<file path="src/rtl/addsub_pkg.sv">
package addsub_pkg;
  typedef enum logic [1:0] {
    MD_ADD     = 2'b00,
    MD_SUB     = 2'b01,
    MD_INC     = 2'b10,
    MD_ADD_ALT = 2'b11
  } md_t;
endpackage

</file>
<file path="src/rtl/lka_group.sv">
// Generic lookahead block: carries into each of G positions from p/g and a
// carry-in, plus group generate/propagate. Used at bit and at group level.
module lka_group #(
  parameter int G = 4
) (
  input  logic [G-1:0] p,
  input  logic [G-1:0] g,
  input  logic         cin,
  output logic [G-1:0] cin_bit,
  output logic         grp_g,
  output logic         grp_p
);
  logic term;
  logic acc;

  always_comb begin
    cin_bit = '0;
    for (int i = 0; i < G; i++) begin
      term = cin;
      for (int k = 0; k < i; k++) term = term & p[k];
      acc = term;
      for (int j = 0; j < i; j++) begin
        term = g[j];
        for (int k = j + 1; k < i; k++) term = term & p[k];
        acc = acc | term;
      end
      cin_bit[i] = acc;
    end
    grp_p = &p;
    acc = 1'b0;
    for (int j = 0; j < G; j++) begin
      term = g[j];
      for (int k = j + 1; k < G; k++) term = term & p[k];
      acc = acc | term;
    end
    grp_g = acc;
  end
endmodule

</file>
<file path="src/rtl/lka_adder.sv">
// Two-level lookahead adder: groups of G bits, second level over the groups.
module lka_adder #(
  parameter int W = 16,
  parameter int G = 4
) (
  input  logic [W-1:0] a,
  input  logic [W-1:0] b,
  input  logic         c0,
  output logic [W-1:0] sum,
  output logic [W:0]   carry
);
  localparam int NG = W / G;

  logic [W-1:0]  p_bit, g_bit, c_bit;
  logic [NG-1:0] gg_v, gp_v, gc_v;
  logic          top_g, top_p;

  assign p_bit = a ^ b;
  assign g_bit = a & b;

  for (genvar k = 0; k < NG; k++) begin : g_grp
    lka_group #(.G(G)) u_grp (
      .p       (p_bit[k*G +: G]),
      .g       (g_bit[k*G +: G]),
      .cin     (gc_v[k]),
      .cin_bit (c_bit[k*G +: G]),
      .grp_g   (gg_v[k]),
      .grp_p   (gp_v[k])
    );
  end

  lka_group #(.G(NG)) u_top (
    .p       (gp_v),
    .g       (gg_v),
    .cin     (c0),
    .cin_bit (gc_v),
    .grp_g   (top_g),
    .grp_p   (top_p)
  );

  assign carry = {top_g | (top_p & c0), c_bit};
  assign sum   = p_bit ^ c_bit;
endmodule

</file>
<file path="src/rtl/lka_inc.sv">
// Incrementer: each carry is the AND of all operand bits below it.
module lka_inc #(
  parameter int W = 16
) (
  input  logic [W-1:0] a,
  output logic [W-1:0] sum,
  output logic         cout,
  output logic         ovf
);
  logic [W:0] ic;
  logic       t;

  always_comb begin
    ic[0] = 1'b1;
    for (int k = 1; k <= W; k++) begin
      t = 1'b1;
      for (int j = 0; j < k; j++) t = t & a[j];
      ic[k] = t;
    end
  end

  assign sum  = a ^ ic[W-1:0];
  assign cout = ic[W];
  assign ovf  = ic[W] ^ ic[W-1];
endmodule

</file>
<file path="src/rtl/addsub_lookahead.sv">
module addsub_lookahead #(
  parameter int W = 16,
  parameter int G = 4
) (
  input  logic         clk,
  input  logic         rst,
  input  logic [1:0]   op_mode,
  input  logic [W-1:0] opa,
  input  logic [W-1:0] opb,
  input  logic         cin,
  output logic [W-1:0] result,
  output logic         carry_out,
  output logic         borrow,
  output logic         overflow
);
  import addsub_pkg::*;

  md_t         md;
  logic        is_sub, is_inc;
  logic [W-1:0] b_eff, add_sum, inc_sum;
  logic [W:0]  add_c;
  logic        add_c0, inc_cout, inc_ovf;
  logic [W-1:0] nxt_res;
  logic        nxt_cout, nxt_brw, nxt_ovf;

  assign md     = md_t'(op_mode);
  assign is_sub = (md == MD_SUB);
  assign is_inc = (md == MD_INC);
  assign b_eff  = is_sub ? ~opb : opb;
  assign add_c0 = is_sub ? 1'b1 : cin;

  lka_adder #(.W(W), .G(G)) u_add (
    .a     (opa),
    .b     (b_eff),
    .c0    (add_c0),
    .sum   (add_sum),
    .carry (add_c)
  );

  lka_inc #(.W(W)) u_inc (
    .a    (opa),
    .sum  (inc_sum),
    .cout (inc_cout),
    .ovf  (inc_ovf)
  );

  always_comb begin
    if (is_inc) begin
      nxt_res  = inc_sum;
      nxt_cout = inc_cout;
      nxt_ovf  = inc_ovf;
    end else begin
      nxt_res  = add_sum;
      nxt_cout = add_c[W];
      nxt_ovf  = add_c[W] ^ add_c[W-1];
    end
    nxt_brw = is_sub & ~add_c[W];
  end

  always_ff @(posedge clk) begin
    if (rst) begin
      result    <= '0;
      carry_out <= 1'b0;
      borrow    <= 1'b0;
      overflow  <= 1'b0;
    end else begin
      result    <= nxt_res;
      carry_out <= nxt_cout;
      borrow    <= nxt_brw;
      overflow  <= nxt_ovf;
    end
  end
endmodule

</file>
<file path="config.mk">
export PLATFORM = sky130hd
export DESIGN_NAME = addsub_lookahead
export DESIGN_NICKNAME = d
export VERILOG_FILES = /design/src/rtl/addsub_pkg.sv /design/src/rtl/lka_group.sv /design/src/rtl/lka_adder.sv /design/src/rtl/lka_inc.sv /design/src/rtl/addsub_lookahead.sv
export SDC_FILE = /design/constraint.sdc
export NUM_CORES = 1
export LEC_CHECK = 0
export BUFFER_PORTS_ARGS = -buffer_cell sky130_fd_sc_hd__buf_2
export CAP_MARGIN = 20
export CORE_ASPECT_RATIO = 0.7
export CORE_MARGIN = 5
export CORE_UTILIZATION = 45
export CTS_BUF_LIST = sky130_fd_sc_hd__clkbuf_4 sky130_fd_sc_hd__clkbuf_8
export DETAILED_ROUTE_END_ITERATION = 10
export GPL_TIMING_DRIVEN = 1
export PLACE_DENSITY = 0.73
export SYNTH_ARGS = -nofsm -noshare
export SYNTH_HDL_FRONTEND = slang
export SYNTH_SLANG_ARGS = --single-unit
</file>
<file path="constraint.sdc">
create_clock -name clk -period 4.17 [get_ports clk]
set_input_delay 0.417 -clock clk [delete_from_list [all_inputs] [get_ports clk]]
set_output_delay 0.417 -clock clk [all_outputs]
set_load 0.01 [all_outputs]
</file>
[Word level (Yosys, flattened, before mapping)]
Index checks and enable logic that the tools add are counted.
Operators by class
  equal/unequal tests: 2
  muxes and demuxes: 5
  bitwise gates (word level): 116
  reduce and logical (&&, ||, !) cells: 5
Operators by type and width (count)
  $and A1 B1 Y1: 62
  $xor A16 B16 Y16: 3
  $or A1 B1 Y1: 46
  $mux W16: 2
  $and A16 B16 Y16: 1
  $not A16 Y16: 1
  $reduce_and A16 Y1: 1
  $reduce_and A4 Y1: 4
  $mux W1: 3
  $eq A2 B1 Y1 const B: 1
  $eq A2 B2 Y1 const B: 1
  $xor A1 B1 Y1: 2
  $not A1 Y1: 1
Storage, ports and cells
  register bits: 19
  output and inout bits: 19

[Depth between registers and ports, before layout]
  depth in word-level cells: 22
  mapped depth: 18
  gate-level depth less buffers: 18

[Cells and area by module]
From an unflattened synthesis, not the netlist that was laid out.
Second synthesis, totals
  cells, all modules: 219
  area total of the unflattened synthesis: 1904.3 sq um
By module, submodules not included
  addsub_lookahead: instances 1, cells an instance 102, area an instance 1007.2 sq um
  lka_adder: instances 1, cells an instance 33, area an instance 347.8 sq um
  lka_group: instances 5, cells an instance 13, area an instance 67.6 sq um
  lka_inc: instances 1, cells an instance 19, area an instance 211.5 sq um

[Worst setup path before layout]
OpenSTA, ideal clock, no wires.
  path kind: input-to-reg
  from: input port opa[0]
  to: register overflow
  arrival time: 3.495 ns
  required time: 4.043 ns
  setup slack: 0.548 ns
  stages on the path: 18
  buffers on the path: 0
  cells stage by stage: ha_1 ha_1 ha_1 ha_1 ha_1 ha_1 ha_1 ha_1 ha_1 ha_1 ha_1 ha_1 ha_1 ha_1 ha_1 nand3b_1 o21ai_0 or3b_1
On the way
  cells in the longest elaborated chain, start to end: 20
  elaborated cells between the ends (all ways): 48
  those cells by class: mux: 1; bitwise: 45; reduce/logical: 2
RTL lines
  start, declared: line addsub_lookahead.sv:8  | input logic [W-1:0] opa,
  $and A16 B16 Y16: line lka_adder.sv:19  | assign g_bit = a & b;
  $and A1 B1 Y1 (3 in a row): line lka_group.sv:33  | for (int k = j + 1; k < G; k++) term = term & p[k];
  $or A1 B1 Y1 (3 in a row): line lka_group.sv:34  | acc = acc | term;
  $and A1 B1 Y1 (2 in a row): line lka_group.sv:24, lka_group.sv:33
  $or A1 B1 Y1 (3 in a row): line lka_group.sv:25  | acc = acc | term;
  $and A1 B1 Y1 (3 in a row): line lka_group.sv:20  | for (int k = 0; k < i; k++) term = term & p[k];
  $or A1 B1 Y1 (3 in a row): line lka_group.sv:25
  $xor A1 B1 Y1: line addsub_lookahead.sv:55  | nxt_ovf = add_c[W] ^ add_c[W-1];
  $mux W1 *: line addsub_lookahead.sv:48  | if (is_inc) begin
  end signal, assigned: line addsub_lookahead.sv:70  | overflow <= nxt_ovf;
  end, declared: line addsub_lookahead.sv:14  | output logic overflow
Mark *: on every way between the ends. The rest lies on a longest branch, timed or not.
A chain may end at the register's enable or synchronous reset.

[Worst setup path in the final report]
  from: input port op_mode[1]
  to: register overflow
On the way
  cells in the longest elaborated chain, start to end: 22
  elaborated cells between the ends (all ways): 72
  those cells by class: eq/ne: 2; mux: 3; bitwise: 62; reduce/logical: 5
RTL lines
  start, declared: line addsub_lookahead.sv:7  | input logic [1:0] op_mode,
  $eq A2 B1 Y1: line addsub_lookahead.sv:27  | assign is_sub = (md == MD_SUB);
  $mux W16: line addsub_lookahead.sv:29  | assign b_eff = is_sub ? ~opb : opb;
  $and A16 B16 Y16 / $xor A16 B16 Y16 (equally long branches): line lka_adder.sv:19, lka_adder.sv:18
  $and A1 B1 Y1 (3 in a row): line lka_group.sv:33
  $or A1 B1 Y1 (3 in a row): line lka_group.sv:34
  $and A1 B1 Y1 (2 in a row): line lka_group.sv:24, lka_group.sv:33
  $or A1 B1 Y1 (3 in a row): line lka_group.sv:25
  $and A1 B1 Y1 (3 in a row): line lka_group.sv:20
  $or A1 B1 Y1 (3 in a row): line lka_group.sv:25
  $xor A1 B1 Y1: line addsub_lookahead.sv:55
  $mux W1 *: line addsub_lookahead.sv:48
Marked as above.

==> flow_metrics.env <==
export IMPL_htree_levels=1
export IMPL_drc=0
export IMPL_max_slew_margin=0.577
export IMPL_numPortBuffers=55
export IMPL_ys_types=38
export IMPL_critPathCaptureType="register"
export IMPL_synth_nets=286
export IMPL_crit_path_max_incr_delay_ps=440
export IMPL_cts_resized_gates=0
export IMPL_worstPathCellList="buf_2 -> nand2b_1 -> xnor2_1 -> ha_1 -> a211oi_1 -> nor2_2 -> nor4_4 -> nor2_1 -> a21o_1 -> ha_1 -> o21a_1 -> o21a_1 -> or4_1 -> nor4_1 -> or3b_1"
export IMPL_gp_congestion=0.861
export IMPL_drt_initial_drc_count=50
export IMPL_cts_hold_buf=0
export IMPL_synth_area_leaders="ha_1, dfxtp_1, xnor2_1, a21oi_1, fa_1"
export IMPL_viasPerCell=4.99
export IMPL_grt_use_total=0.157
export IMPL_post_route_cells_drive_above_1_share=0.254
export IMPL_tritoncts="built"
export IMPL_antenna_left=0
export IMPL_fmax_mhz=268
export IMPL_synth_cell_area_um2=1800
export IMPL_whs_path_depth=4
export IMPL_worstMarginPinSlew_ps=634
export IMPL_antenna_cells=0
export IMPL_dpl_hpwl_mm=3.35
export IMPL_grt_pass1_vias=1524
export IMPL_cts_made_buffers=3
export IMPL_finalHoldViolCount=0
export IMPL_core_um2=3900
export IMPL_syn_avg_cell_area_um2=8.61
export IMPL_ir_worst_vdd_mv=0.156
export IMPL_clk_root_buffer_cell="clkbuf_8"
export IMPL_synth_edf_count=0
export IMPL_tns_ps=0
export IMPL_postSynthCellCount=209
export IMPL_yosysWarnings=0
export IMPL_fin_util=0.559
export IMPL_fp_row_count=19
export IMPL_first_pass_iters=5
export IMPL_syn_to_final_growth_pct=21.1
export IMPL_finalCritPeriodShare=0.896
export IMPL_cp_required_ps=4380
export IMPL_crit_path_start_kind="primary input"
export IMPL_grt_max_degree=22
export IMPL_clk_pin_slew_ps=70
export IMPL_initial_utilization=0.462
export IMPL_wire_per_inst_um=12.9
export IMPL_ios=56
export IMPL_clock_path_buffers=2
export IMPL_hold_class="in -> reg"
export IMPL_finalMaxSlewViolations=0
export IMPL_yosysTopAreaCell="ha_1"
export IMPL_layout_common_cells="buf_2, ha_1, xnor2_1"
export IMPL_synthFlopType="dfxtp_1"
export IMPL_totalWireLength_mm=4.09
export IMPL_crit_type="in -> reg"
export IMPL_crit_fanout=8
export IMPL_p_leak_uw=0.00110
export IMPL_grt_pass1_wl_mm=6.85
export IMPL_synth_top_cell_area_share=0.250
export IMPL_clkSinkCount=19
export IMPL_status="completed"
export IMPL_critPathArrivalTime_ps=3950
export IMPL_ys_seq_elements=19
export IMPL_grt_antenna_before_repair=0
export IMPL_final_common_cell="buf_2"
export IMPL_period_needed_ps=3740
export IMPL_power_density_nw_per_um2=292
export IMPL_power_uw=636
export IMPL_crit_path_top_delay_cell="or4_1"
export IMPL_dr_total_vias=1576
export IMPL_grt_ovfl_total=0
export IMPL_die_h_um=62.9
export IMPL_setup_viol=0
export IMPL_post_cts_buffers=0
export IMPL_synth_seq_area_share=0.211
export IMPL_dieArea_um2=5390
export IMPL_nets=342
export IMPL_rsz0062_at_grt="false"
export IMPL_maxCapViolCount=0
export IMPL_n_fill_cell=392
export IMPL_async_flop_share=0
export IMPL_die_width_um=85.6
-- per-layer routing --
layer | up-vias | track usage | wire (µm)
li1 | 841 | - | -
met3 | 2 | 0.0474 | 328
met4 | 0 | 0.0198 | 7
met5 | - | 0 | 0
met1 | 684 | 0.235 | 2180
met2 | 49 | 0.223 | 1570
-- worst max-delay path, delay by kind of cell --
| kind | cells | cell delay (ps) |
|---|---|---|
| adders and majority gates | 2 | 550 |
| and+or+nand+nor | 7 | 1780 |
| buffers and inverters | 1 | 100 |
| AOI/OAI and AO/OA | 4 | 870 |
| xor gates and xnor gates | 1 | 230 |
-- final cells by class --
class / count / area (µm²) / area share
Clock buffer: 4 / 48.8 / 0.0224
Inverter: 13 / 48.8 / 0.0224
Multi-Input combinational cell: 169 / 1330 / 0.611
Sequential cell: 19 / 380 / 0.174
Tap cell: 52 / 65.1 / 0.0298
Timing Repair Buffer: 59 / 305 / 0.140
-- synth_stat cells (all sizes together) (2+ instances only) --
cell and instances:
ha 36, xnor2 20, dfxtp 19, a21oi 17, nor2 17, nand2 16, inv 13, o21a 9
o21ai 9, nor3 8, a211oi 6, clkbuf 5, or3 5, fa 4, nand3 4, buf 3
a21o 2, nor4 2
-- per-stage QoR --
| step | instances | cell area [µm²] | setup WS (ps) | hold slack, ps |
|---|---|---|---|---|
| 2_1_floorplan | 209 | 1800 | 548 | 656 |
| 3_3_place_gp | 312 | 2130 | 251 | 783 |
| 3_5_place_dp | 312 | 2130 | 162 | 793 |
| 4_1_cts | 316 | 2180 | 431 | 514 |
| 5_1_grt | 316 | 2180 | 153 | 556 |
| 6_report | 316 | 2180 | 434 | 513 |
-- registers in the layout (all words and copies together), names as in the netlist --
name	flops
overflow	1
borrow	1
carry_out	1
result	16
-- cells by family (layout without fill, tap and decap cells) --
group                      Yosys count  in the layout  share of synthesized area
xor gates and xnor gates            20             20                     0.0973
buffers and inverters               21             76                     0.0486
DFF                                 19             19                      0.211
AOI/OAI and AO/OA                   48             48                      0.172
and+or+nand+nor                     61             61                      0.176
adders and majority gates           40             40                      0.295
-- path summary, 6_finish.rpt --
kind | endpoint | slack [ps] | start
max | overflow | 430 | op_mode[1]
min | result[3] | 510 | op_mode[0]
-- report_power, final --
group / leakage [µW] / switching [µW] / total (µW) / internal, µW
registers: 0.000158 / 5.72 / 213 / 207
logic: 0.000917 / 157 / 289 / 133
clock network: 0.0000262 / 59.2 / 134 / 74.5
total: 0.00110 / 221 / 636 / 415
(Power assumes the default switching activity.)
